File: src/rtl/swp_pkg.sv
package swp_pkg;
    typedef enum logic [2:0] {
        SQ_IDLE, SQ_U1, SQ_U2, SQ_D3, SQ_D4, SQ_D5, SQ_WIN
    } seq_e;

    typedef enum logic [1:0] {
        PD_NONE, PD_ARM, PD_DISARM
    } pend_e;

    // one bit per recognised command token (data@address)
    typedef struct packed {
        logic aa_hi;   // 0xAA at the high magic address
        logic x55_lo;  // 0x55 at the low magic address
        logic a0_hi;   // 0xA0 at the high magic address
        logic x80_hi;  // 0x80 at the high magic address
        logic x20_hi;  // 0x20 at the high magic address
    } tok_t;

    localparam logic [14:0] MAGIC_HI = 15'h5555;
    localparam logic [14:0] MAGIC_LO = 15'h2AAA;
    localparam logic [7:0]  D_AA = 8'hAA;
    localparam logic [7:0]  D_55 = 8'h55;
    localparam logic [7:0]  D_A0 = 8'hA0;
    localparam logic [7:0]  D_80 = 8'h80;
    localparam logic [7:0]  D_20 = 8'h20;
endpackage

File: src/rtl/swp_tok_decode.sv
module swp_tok_decode
    import swp_pkg::*;
#(
    parameter int ADDR_W = 15,
    parameter int BYTE_W = 8
) (
    input  logic [ADDR_W-1:0] addr,
    input  logic [BYTE_W-1:0] data,
    output tok_t              tok
);
    logic at_hi, at_lo;

    always_comb begin
        at_hi      = (addr == ADDR_W'(MAGIC_HI));
        at_lo      = (addr == ADDR_W'(MAGIC_LO));
        tok.aa_hi  = at_hi && (data == BYTE_W'(D_AA));
        tok.x55_lo = at_lo && (data == BYTE_W'(D_55));
        tok.a0_hi  = at_hi && (data == BYTE_W'(D_A0));
        tok.x80_hi = at_hi && (data == BYTE_W'(D_80));
        tok.x20_hi = at_hi && (data == BYTE_W'(D_20));
    end
endmodule

File: src/rtl/swp_lane.sv
module swp_lane
    import swp_pkg::*;
#(
    parameter int PAGE_BYTES = 64
) (
    input  logic clk,
    input  logic rst_n,
    input  logic init,
    input  logic wr,
    input  tok_t tok,
    input  logic period_end,
    output logic commit_ok,
    output logic cmd_hit,
    output logic prot
);
    localparam int CW = $clog2(PAGE_BYTES + 1);

    typedef struct packed {
        seq_e          seq;
        pend_e         pend;
        logic [CW-1:0] cnt;
    } lane_st_t;

    lane_st_t st_d, st_q;
    logic     prot_d, prot_q;
    logic     hit_d, win_ok_d;

    always_comb begin
        st_d     = st_q;
        prot_d   = prot_q;
        hit_d    = 1'b0;
        win_ok_d = 1'b0;
        if (wr) begin
            unique case (st_q.seq)
                SQ_IDLE: if (tok.aa_hi) begin
                    hit_d = 1'b1; st_d.seq = SQ_U1;
                end
                SQ_U1: begin
                    hit_d    = tok.x55_lo;
                    st_d.seq = tok.x55_lo ? SQ_U2 : SQ_IDLE;
                end
                SQ_U2: begin
                    if (tok.a0_hi) begin
                        hit_d     = 1'b1;
                        st_d.seq  = SQ_WIN;
                        st_d.pend = PD_ARM;
                        st_d.cnt  = '0;
                    end else if (tok.x80_hi) begin
                        hit_d    = 1'b1;
                        st_d.seq = SQ_D3;
                    end else begin
                        st_d.seq = SQ_IDLE;
                    end
                end
                SQ_D3: begin
                    hit_d    = tok.aa_hi;
                    st_d.seq = tok.aa_hi ? SQ_D4 : SQ_IDLE;
                end
                SQ_D4: begin
                    hit_d    = tok.x55_lo;
                    st_d.seq = tok.x55_lo ? SQ_D5 : SQ_IDLE;
                end
                SQ_D5: begin
                    if (tok.x20_hi) begin
                        hit_d     = 1'b1;
                        st_d.seq  = SQ_WIN;
                        st_d.pend = PD_DISARM;
                        st_d.cnt  = '0;
                    end else begin
                        st_d.seq = SQ_IDLE;
                    end
                end
                SQ_WIN: if (st_q.cnt < CW'(PAGE_BYTES)) begin
                    win_ok_d = 1'b1;
                    st_d.cnt = st_q.cnt + 1'b1;
                end
                default: st_d.seq = SQ_IDLE;
            endcase
        end
        if (period_end) begin
            if (st_q.pend == PD_ARM)    prot_d = 1'b1;
            if (st_q.pend == PD_DISARM) prot_d = 1'b0;
            st_d.seq  = SQ_IDLE;
            st_d.pend = PD_NONE;
            st_d.cnt  = '0;
        end
        if (init) begin
            prot_d    = 1'b0;
            st_d.seq  = SQ_IDLE;
            st_d.pend = PD_NONE;
            st_d.cnt  = '0;
        end
    end

    // matcher: cleared by power-good
    always_ff @(posedge clk or negedge rst_n) begin
        if (!rst_n) begin
            st_q.seq  <= SQ_IDLE;
            st_q.pend <= PD_NONE;
            st_q.cnt  <= '0;
        end else begin
            st_q <= st_d;
        end
    end

    // lock flag: persistent, only init clears it
    always_ff @(posedge clk) begin
        prot_q <= prot_d;
    end

    assign cmd_hit   = hit_d;
    assign commit_ok = wr && !hit_d && (win_ok_d || !prot_q);
    assign prot      = prot_q;


    locked_block_chk: assert property (@(posedge clk) disable iff (!rst_n)
        (wr && prot_q && st_q.seq != SQ_WIN) |-> !commit_ok);

    arm_lands_chk: assert property (@(posedge clk) disable iff (!rst_n)
        (period_end && !init && st_q.pend == PD_ARM) |=> prot_q);

    disarm_lands_chk: assert property (@(posedge clk) disable iff (!rst_n)
        (period_end && !init && st_q.pend == PD_DISARM) |=> !prot_q);

    flag_change_src_chk: assert property (@(posedge clk) disable iff (!rst_n)
        !$stable(prot_q) |-> $past(period_end || init));

    hit_needs_wr_chk: assert property (@(posedge clk) disable iff (!rst_n)
        cmd_hit |-> wr);

    page_cnt_bound_chk: assert property (@(posedge clk) disable iff (!rst_n)
        st_q.cnt <= CW'(PAGE_BYTES));

    period_idle_chk: assert property (@(posedge clk) disable iff (!rst_n)
        period_end |=> st_q.seq == SQ_IDLE);
endmodule

File: src/rtl/swp_guard.sv
module swp_guard
    import swp_pkg::*;
#(
    parameter int LANES      = 4,
    parameter int ADDR_W     = 15,
    parameter int BYTE_W     = 8,
    parameter int PAGE_BYTES = 64
) (
    input  logic                    clk,
    input  logic                    rst_n,
    input  logic                    init,
    input  logic                    wr_valid,
    input  logic [ADDR_W-1:0]       wr_addr,
    input  logic [LANES*BYTE_W-1:0] wr_data,
    input  logic [LANES-1:0]        wr_lane_en,
    input  logic                    period_end,
    output logic [LANES-1:0]        commit_ok,
    output logic [LANES-1:0]        cmd_hit,
    output logic [LANES-1:0]        lock_flag
);
    for (genvar g = 0; g < LANES; g++) begin : g_lane
        tok_t tok;
        logic lane_wr;

        assign lane_wr = wr_valid && wr_lane_en[g];

        swp_tok_decode #(.ADDR_W(ADDR_W), .BYTE_W(BYTE_W)) dec_i (
            .addr (wr_addr),
            .data (wr_data[g*BYTE_W +: BYTE_W]),
            .tok  (tok)
        );

        swp_lane #(.PAGE_BYTES(PAGE_BYTES)) lane_i (
            .clk        (clk),
            .rst_n      (rst_n),
            .init       (init),
            .wr         (lane_wr),
            .tok        (tok),
            .period_end (period_end),
            .commit_ok  (commit_ok[g]),
            .cmd_hit    (cmd_hit[g]),
            .prot       (lock_flag[g])
        );
    end


    lane_gate_chk: assert property (@(posedge clk) disable iff (!rst_n)
        ((commit_ok | cmd_hit) & ~wr_lane_en) == '0);
endmodule

File: config.mk
export PLATFORM = sky130hd
export DESIGN_NAME = swp_guard
export DESIGN_NICKNAME = d
export VERILOG_FILES = /design/src/rtl/swp_pkg.sv /design/src/rtl/swp_tok_decode.sv /design/src/rtl/swp_lane.sv /design/src/rtl/swp_guard.sv
export SDC_FILE = /design/constraint.sdc
export NUM_CORES = 1
export LEC_CHECK = 0
export BUFFER_PORTS_ARGS = -buffer_cell sky130_fd_sc_hd__buf_2
export CAP_MARGIN = 20
export CORE_MARGIN = 2
export CORE_UTILIZATION = 45
export DETAILED_ROUTE_END_ITERATION = 6
export PLACE_DENSITY = 0.69
export SETUP_SLACK_MARGIN = 0.3
export SYNTH_ARGS = -nofsm -noshare
export SYNTH_HDL_FRONTEND = slang
export SYNTH_HIERARCHICAL = 1
export SYNTH_SLANG_ARGS = --single-unit
export TNS_END_PERCENT = 20
File: constraint.sdc
create_clock -name clk -period 7.1 [get_ports clk]
set_clock_uncertainty 0.2 [all_clocks]
set_input_delay 1.775 -clock clk [delete_from_list [all_inputs] [get_ports clk]]
set_output_delay 1.775 -clock clk [all_outputs]
set_load 0.005 [all_outputs]
== After elaboration in Yosys (flattened, before gate mapping) ==
Cells that the tools add are included.

* Register bits: 52
* Input bits: 56
* Output and inout bits: 12
* Word-level logic and storage cells: 290

* $add $sub $neg: 4
* Order comparisons: 4
* Equality and inequality tests: 74
* Multiplexer cells: 108
* Reduce and logical (&&, ||, !) cells: 84

{| class="wikitable"
|+ Operators with widths
! kind !! count
|-
| 12-bit two-way mux || 12
|-
| 8-bit equality test, second input constant || 12
|-
| 3-bit one-hot mux with 7 select lines || 4
|-
| 7-bit one-hot mux with 3 select lines || 4
|-
| 9-bit two-way mux || 8
|-
| 3-bit two-way mux || 20
|-
| 1-bit two-way mux || 40
|-
| 3-bit equality test, second input constant || 12
|-
| 8-bit by 6-bit equality test with 1-bit output, second input constant || 4
|-
| 8-bit by 7-bit equality test with 1-bit output, second input constant || 4
|-
| 1-bit logical AND || 32
|-
| 4-bit by 3-bit inequality test with 1-bit output, second input constant || 8
|-
| 4-bit inequality test, second input constant || 8
|-
| 7-bit by 1-bit adder with 7-bit output, second input constant || 4
|-
| 7-bit < comparator, second input constant || 4
|-
| 7-bit two-way mux || 4
|-
| 3-bit by 2-bit equality test with 1-bit output, second input constant || 8
|-
| 1-bit one-hot mux with 5 select lines || 4
|-
| 5-bit AND reduction || 4
|-
| 5-bit nonzero test || 4
|-
| 2-bit two-way mux || 8
|-
| 2-bit one-hot mux with 2 select lines || 4
|-
| 4-bit AND reduction || 4
|-
| 4-bit nonzero test || 4
|-
| other kinds (14) || 54
|}

== Depth between registers and ports, before layout ==
* Depth after elaboration: 9
* Mapped depth: 7
* Mapped depth without buffers: 7

== Hierarchy ==
The synthesis kept the hierarchy.

{| class="wikitable"
|+ By module, submodules not included
! module !! instances !! cells an instance !! area each (µm²)
|-
| swp_lane at g_lane[0].lane_i ... || 3 || 102 || 919.6
|-
| swp_lane at g_lane[3].lane_i || 1 || 102 || 918.4
|-
| swp_tok_decode || 4 || 25 || 214.0
|-
| swp_guard || 1 || 4 || 25.0
|}

== Worst setup path before layout ==
OpenSTA, ideal clock, no wires.

* Path kind: input-to-output
* Start: input wr_addr[5]
* End: output commit_ok[0]
* Arrival: 3134 ps
* Data required time: 5125 ps
* Slack: 1991 ps
* Stages: 7
* Path buffers: 0
* Cells stage by stage: and4bb_1 > nand4_2 > nor2_1 > or2_2 > a221o_1 > a21oi_1 > and3_1

{| class="wikitable"
|+ RTL lines
! what !! line !! source
|-
| from (decl) || swp_guard.sv:13 || <nowiki>input logic [ADDR_W-1:0] wr_addr,</nowiki>
|-
| to (decl) || swp_guard.sv:17 || <nowiki>output logic [LANES-1:0] commit_ok,</nowiki>
|}

==> results.ini <==
[outcome]
status=finished, final reports clean

[placement]
dpl.hpwl_um=8331
gp_congestion=0.9081
io_buffer_count=67
dp_slack_ns=1.539

[clock_tree]
cts_max_level=2
cts.path.max_buffers=2
clk_pin_slew_worst_paths_ns=0.09
clk_latency_ns=0.32
numCtsBuffers=5
ctsHoldBuffers=0
clock_sinks=52
cts_setup_buffers=0
cts_tree=built
cts_resized=0
cts_root_buf=clkbuf_8

[yosys]
yosysWarnings=6
synth_edf_count=0
synth_cell_types=51
synth_ff_type=dfrtp_1
synth_cells=512
yosysSeqAreaShare_pct=28.11
avgSynthCellArea_um2=8.903
synth-seq-cells=52
syn-num-nets=576
ys_async_sr_fraction_pct=92.31
synth_area_um2=4558

[timing]
max_slew.worst_pin.slew_ns=0.6408
hold_slack_ns=0.3116
rsz0062_at_grt=no
final_min_period_over_clock_period_pct=78.89
drv_slew=0
hold_violations=0
min_period_ns=5.601
fin_ws_ns=1.499
tns_ns=0
max_slew_margin_pct=57.28
fmax_ghz=0.1785
setup_viol=0

[route]
wirelength_um=11040
via_per_inst=6.103
drt-pass1-iter-count=4
antenna_left=0
drc_errors=0
wl_per_cell_um=15.75
dr_total_vias=4278
drt_iter0_drc=159

[critical_path]
rrSetupSlack_ns=5.00
cp-end-kind=primary output
crit_path_start=wr_addr[5]
arrival_ns=3.63
r2r-start=g_lane[0].lane_i/st_q[10]
crit_type=in2out
required_ns=5.12
cp-start-kind=input pin
worstPathMaxFanout=8

[global_route]
grt_max_degree=49
grt_pass1_wl_um=18970
grtUsageTotal_pct=20.65
grt_pass1_vias=4015
antenna_found_initial=0
grt_overflow=0

[layout]
drive_above_1_share_pct=23.24
n_antenna_cell=0
fin_nets=631
syn2layout_area_growth_pct=12.68

[floorplan]
ios=68
start_util_pct=46.42
die_h_um=104.6
dieArea_um2=10950
coreArea_um2=9819
rows=36
fp.dieW_um=104.6

[run]
cap_viol_max_count=0

[power_and_ir_drop]
p_leak_nw=2.166
power_density_nw_per_um2=127.3
vdd_drop_max_mv=0.08101

[min_path]
hp-class=reg2reg
min-delay-start=g_lane[3].lane_i/st_q[0]

-- registers in the layout, indices dropped and copies added (netlist names) --
name and cells:
g_lane.lane_i/prot 4, g_lane.lane_i/st_q 48
-- per-stage QoR --
| step | cells | total power [mW] | cell area [µm²] | utilization (%) |
|---|---|---|---|---|
| finish | 701 | 0.6537 | 5136 | 52.31 |
| global placement | 693 | 0.3761 | 4977 | 50.69 |
| floorplan | 512 | 0.3338 | 4558 | - |
| detailed placement | 693 | 0.3774 | 4977 | 50.69 |
| CTS | 701 | 0.6616 | 5136 | 52.31 |
| global route | 701 | 0.6792 | 5136 | 52.31 |
-- path summary, 6_finish.rpt --
path / endpoint / cells past startpoint
worst max-delay path: commit_ok[2] / 9
worst min-delay path: g_lane[3].lane_i/st_q[0] / 1
worst max register to register: g_lane[0].lane_i/st_q[2] / 4
worst min register to register: g_lane[3].lane_i/st_q[0] / 1
max in group asynchronous: g_lane[0].lane_i/st_q[11] / 2
min in group asynchronous: g_lane[2].lane_i/st_q[0] / 2
-- per-layer routing --
metal	share of wire, %	vias up	track usage, %
met5	0	-	0
met4	1.7	0	6.571
met3	3.7	14	2.620
met2	45	99	33.05
met1	49	2089	29.01
li1	-	2076	-
-- layout make-up --
type	instances	area, µm²
Multi-Input combinational cell	424	3127
Clock inverter	3	90.09
Tap cell	133	166.4
Sequential cell	52	1281
Clock buffer	5	68.82
Timing Repair Buffer	68	342.8
Fill cell	952	4683
Inverter	16	60.06
-- placed cells by master (no fill, tap or decap), types with 5 or more instances in the layout --
cell        n
and2_1      8
nand3b_1    8
nor3_1     16
a2bb2oi_1   8
nand3_1    31
o311ai_0    8
ha_1        8
nor2b_1    12
nor2_1     52
nand2b_1   13
o31ai_1    15
dfrtp_1    48
a21boi_0   12
mux2i_1     8
nand2_1    32
nor4bb_1    8
buf_2      67
a21oi_1    24
and4bb_1   12
nand4_1    12
o21ai_0    21
and3_1     12
clkbuf_8    5
inv_1      16
-- logic make-up after synthesis --
logic type,count (synthesis),share of synthesized area [%]
AOI/OAI and AO/OA,124,21.36
adders and majority gates,8,2.196
muxes,12,2.745
buffers and inverters,36,3.294
and+or+nand+nor,280,42.30
DFF,52,28.11
-- power by group --
group	internal (mW)	leakage (nW)	switching, mW	total [mW]
Sequential	0.296	0.703	0.00000000204	0.296
Clock	0.176	0.0784	0.106	0.282
Combinational	0.0292	1.38	0.0470	0.0762
Total	0.501	2.17	0.153	0.654
-- Yosys cell counts, types with 8 or more instances --
cell / n / share of area, %
nor3_1: 16 / 1.8
nand2_1: 32 / 2.6
a21oi_1: 24 / 2.6
nand4_1: 12 / 1.6
nand3b_1: 8 / 1.3
and2_1: 8 / 1.1
nor2b_1: 12 / 1.6
and4bb_1: 12 / 3.3
ha_1: 8 / 2.2
nor4bb_1: 8 / 1.8
nand2b_1: 13 / 1.8
nand3_1: 31 / 3.4
clkbuf_1: 8 / 0.66
a21boi_0: 12 / 2.0
nor2_1: 52 / 4.3
buf_2: 12 / 1.3
o21ai_0: 21 / 2.3
inv_1: 16 / 1.3
and3_1: 12 / 1.6
dfrtp_1: 48 / 26
mux2i_1: 8 / 1.8
a2bb2oi_1: 8 / 1.5
o311ai_0: 8 / 1.5
o31ai_1: 15 / 2.5
-- worst max-delay path, cell delays in order --
cell and delay [ns]:
buf_2 0.15, and4bb_1 0.25, nand4_2 0.12, nor2_1 0.13, or2_2 0.31, a221o_1 0.33
a21oi_1 0.25, and3_1 0.19, buf_2 0.11
No activity file was read; power rests on OpenSTA's default activity.
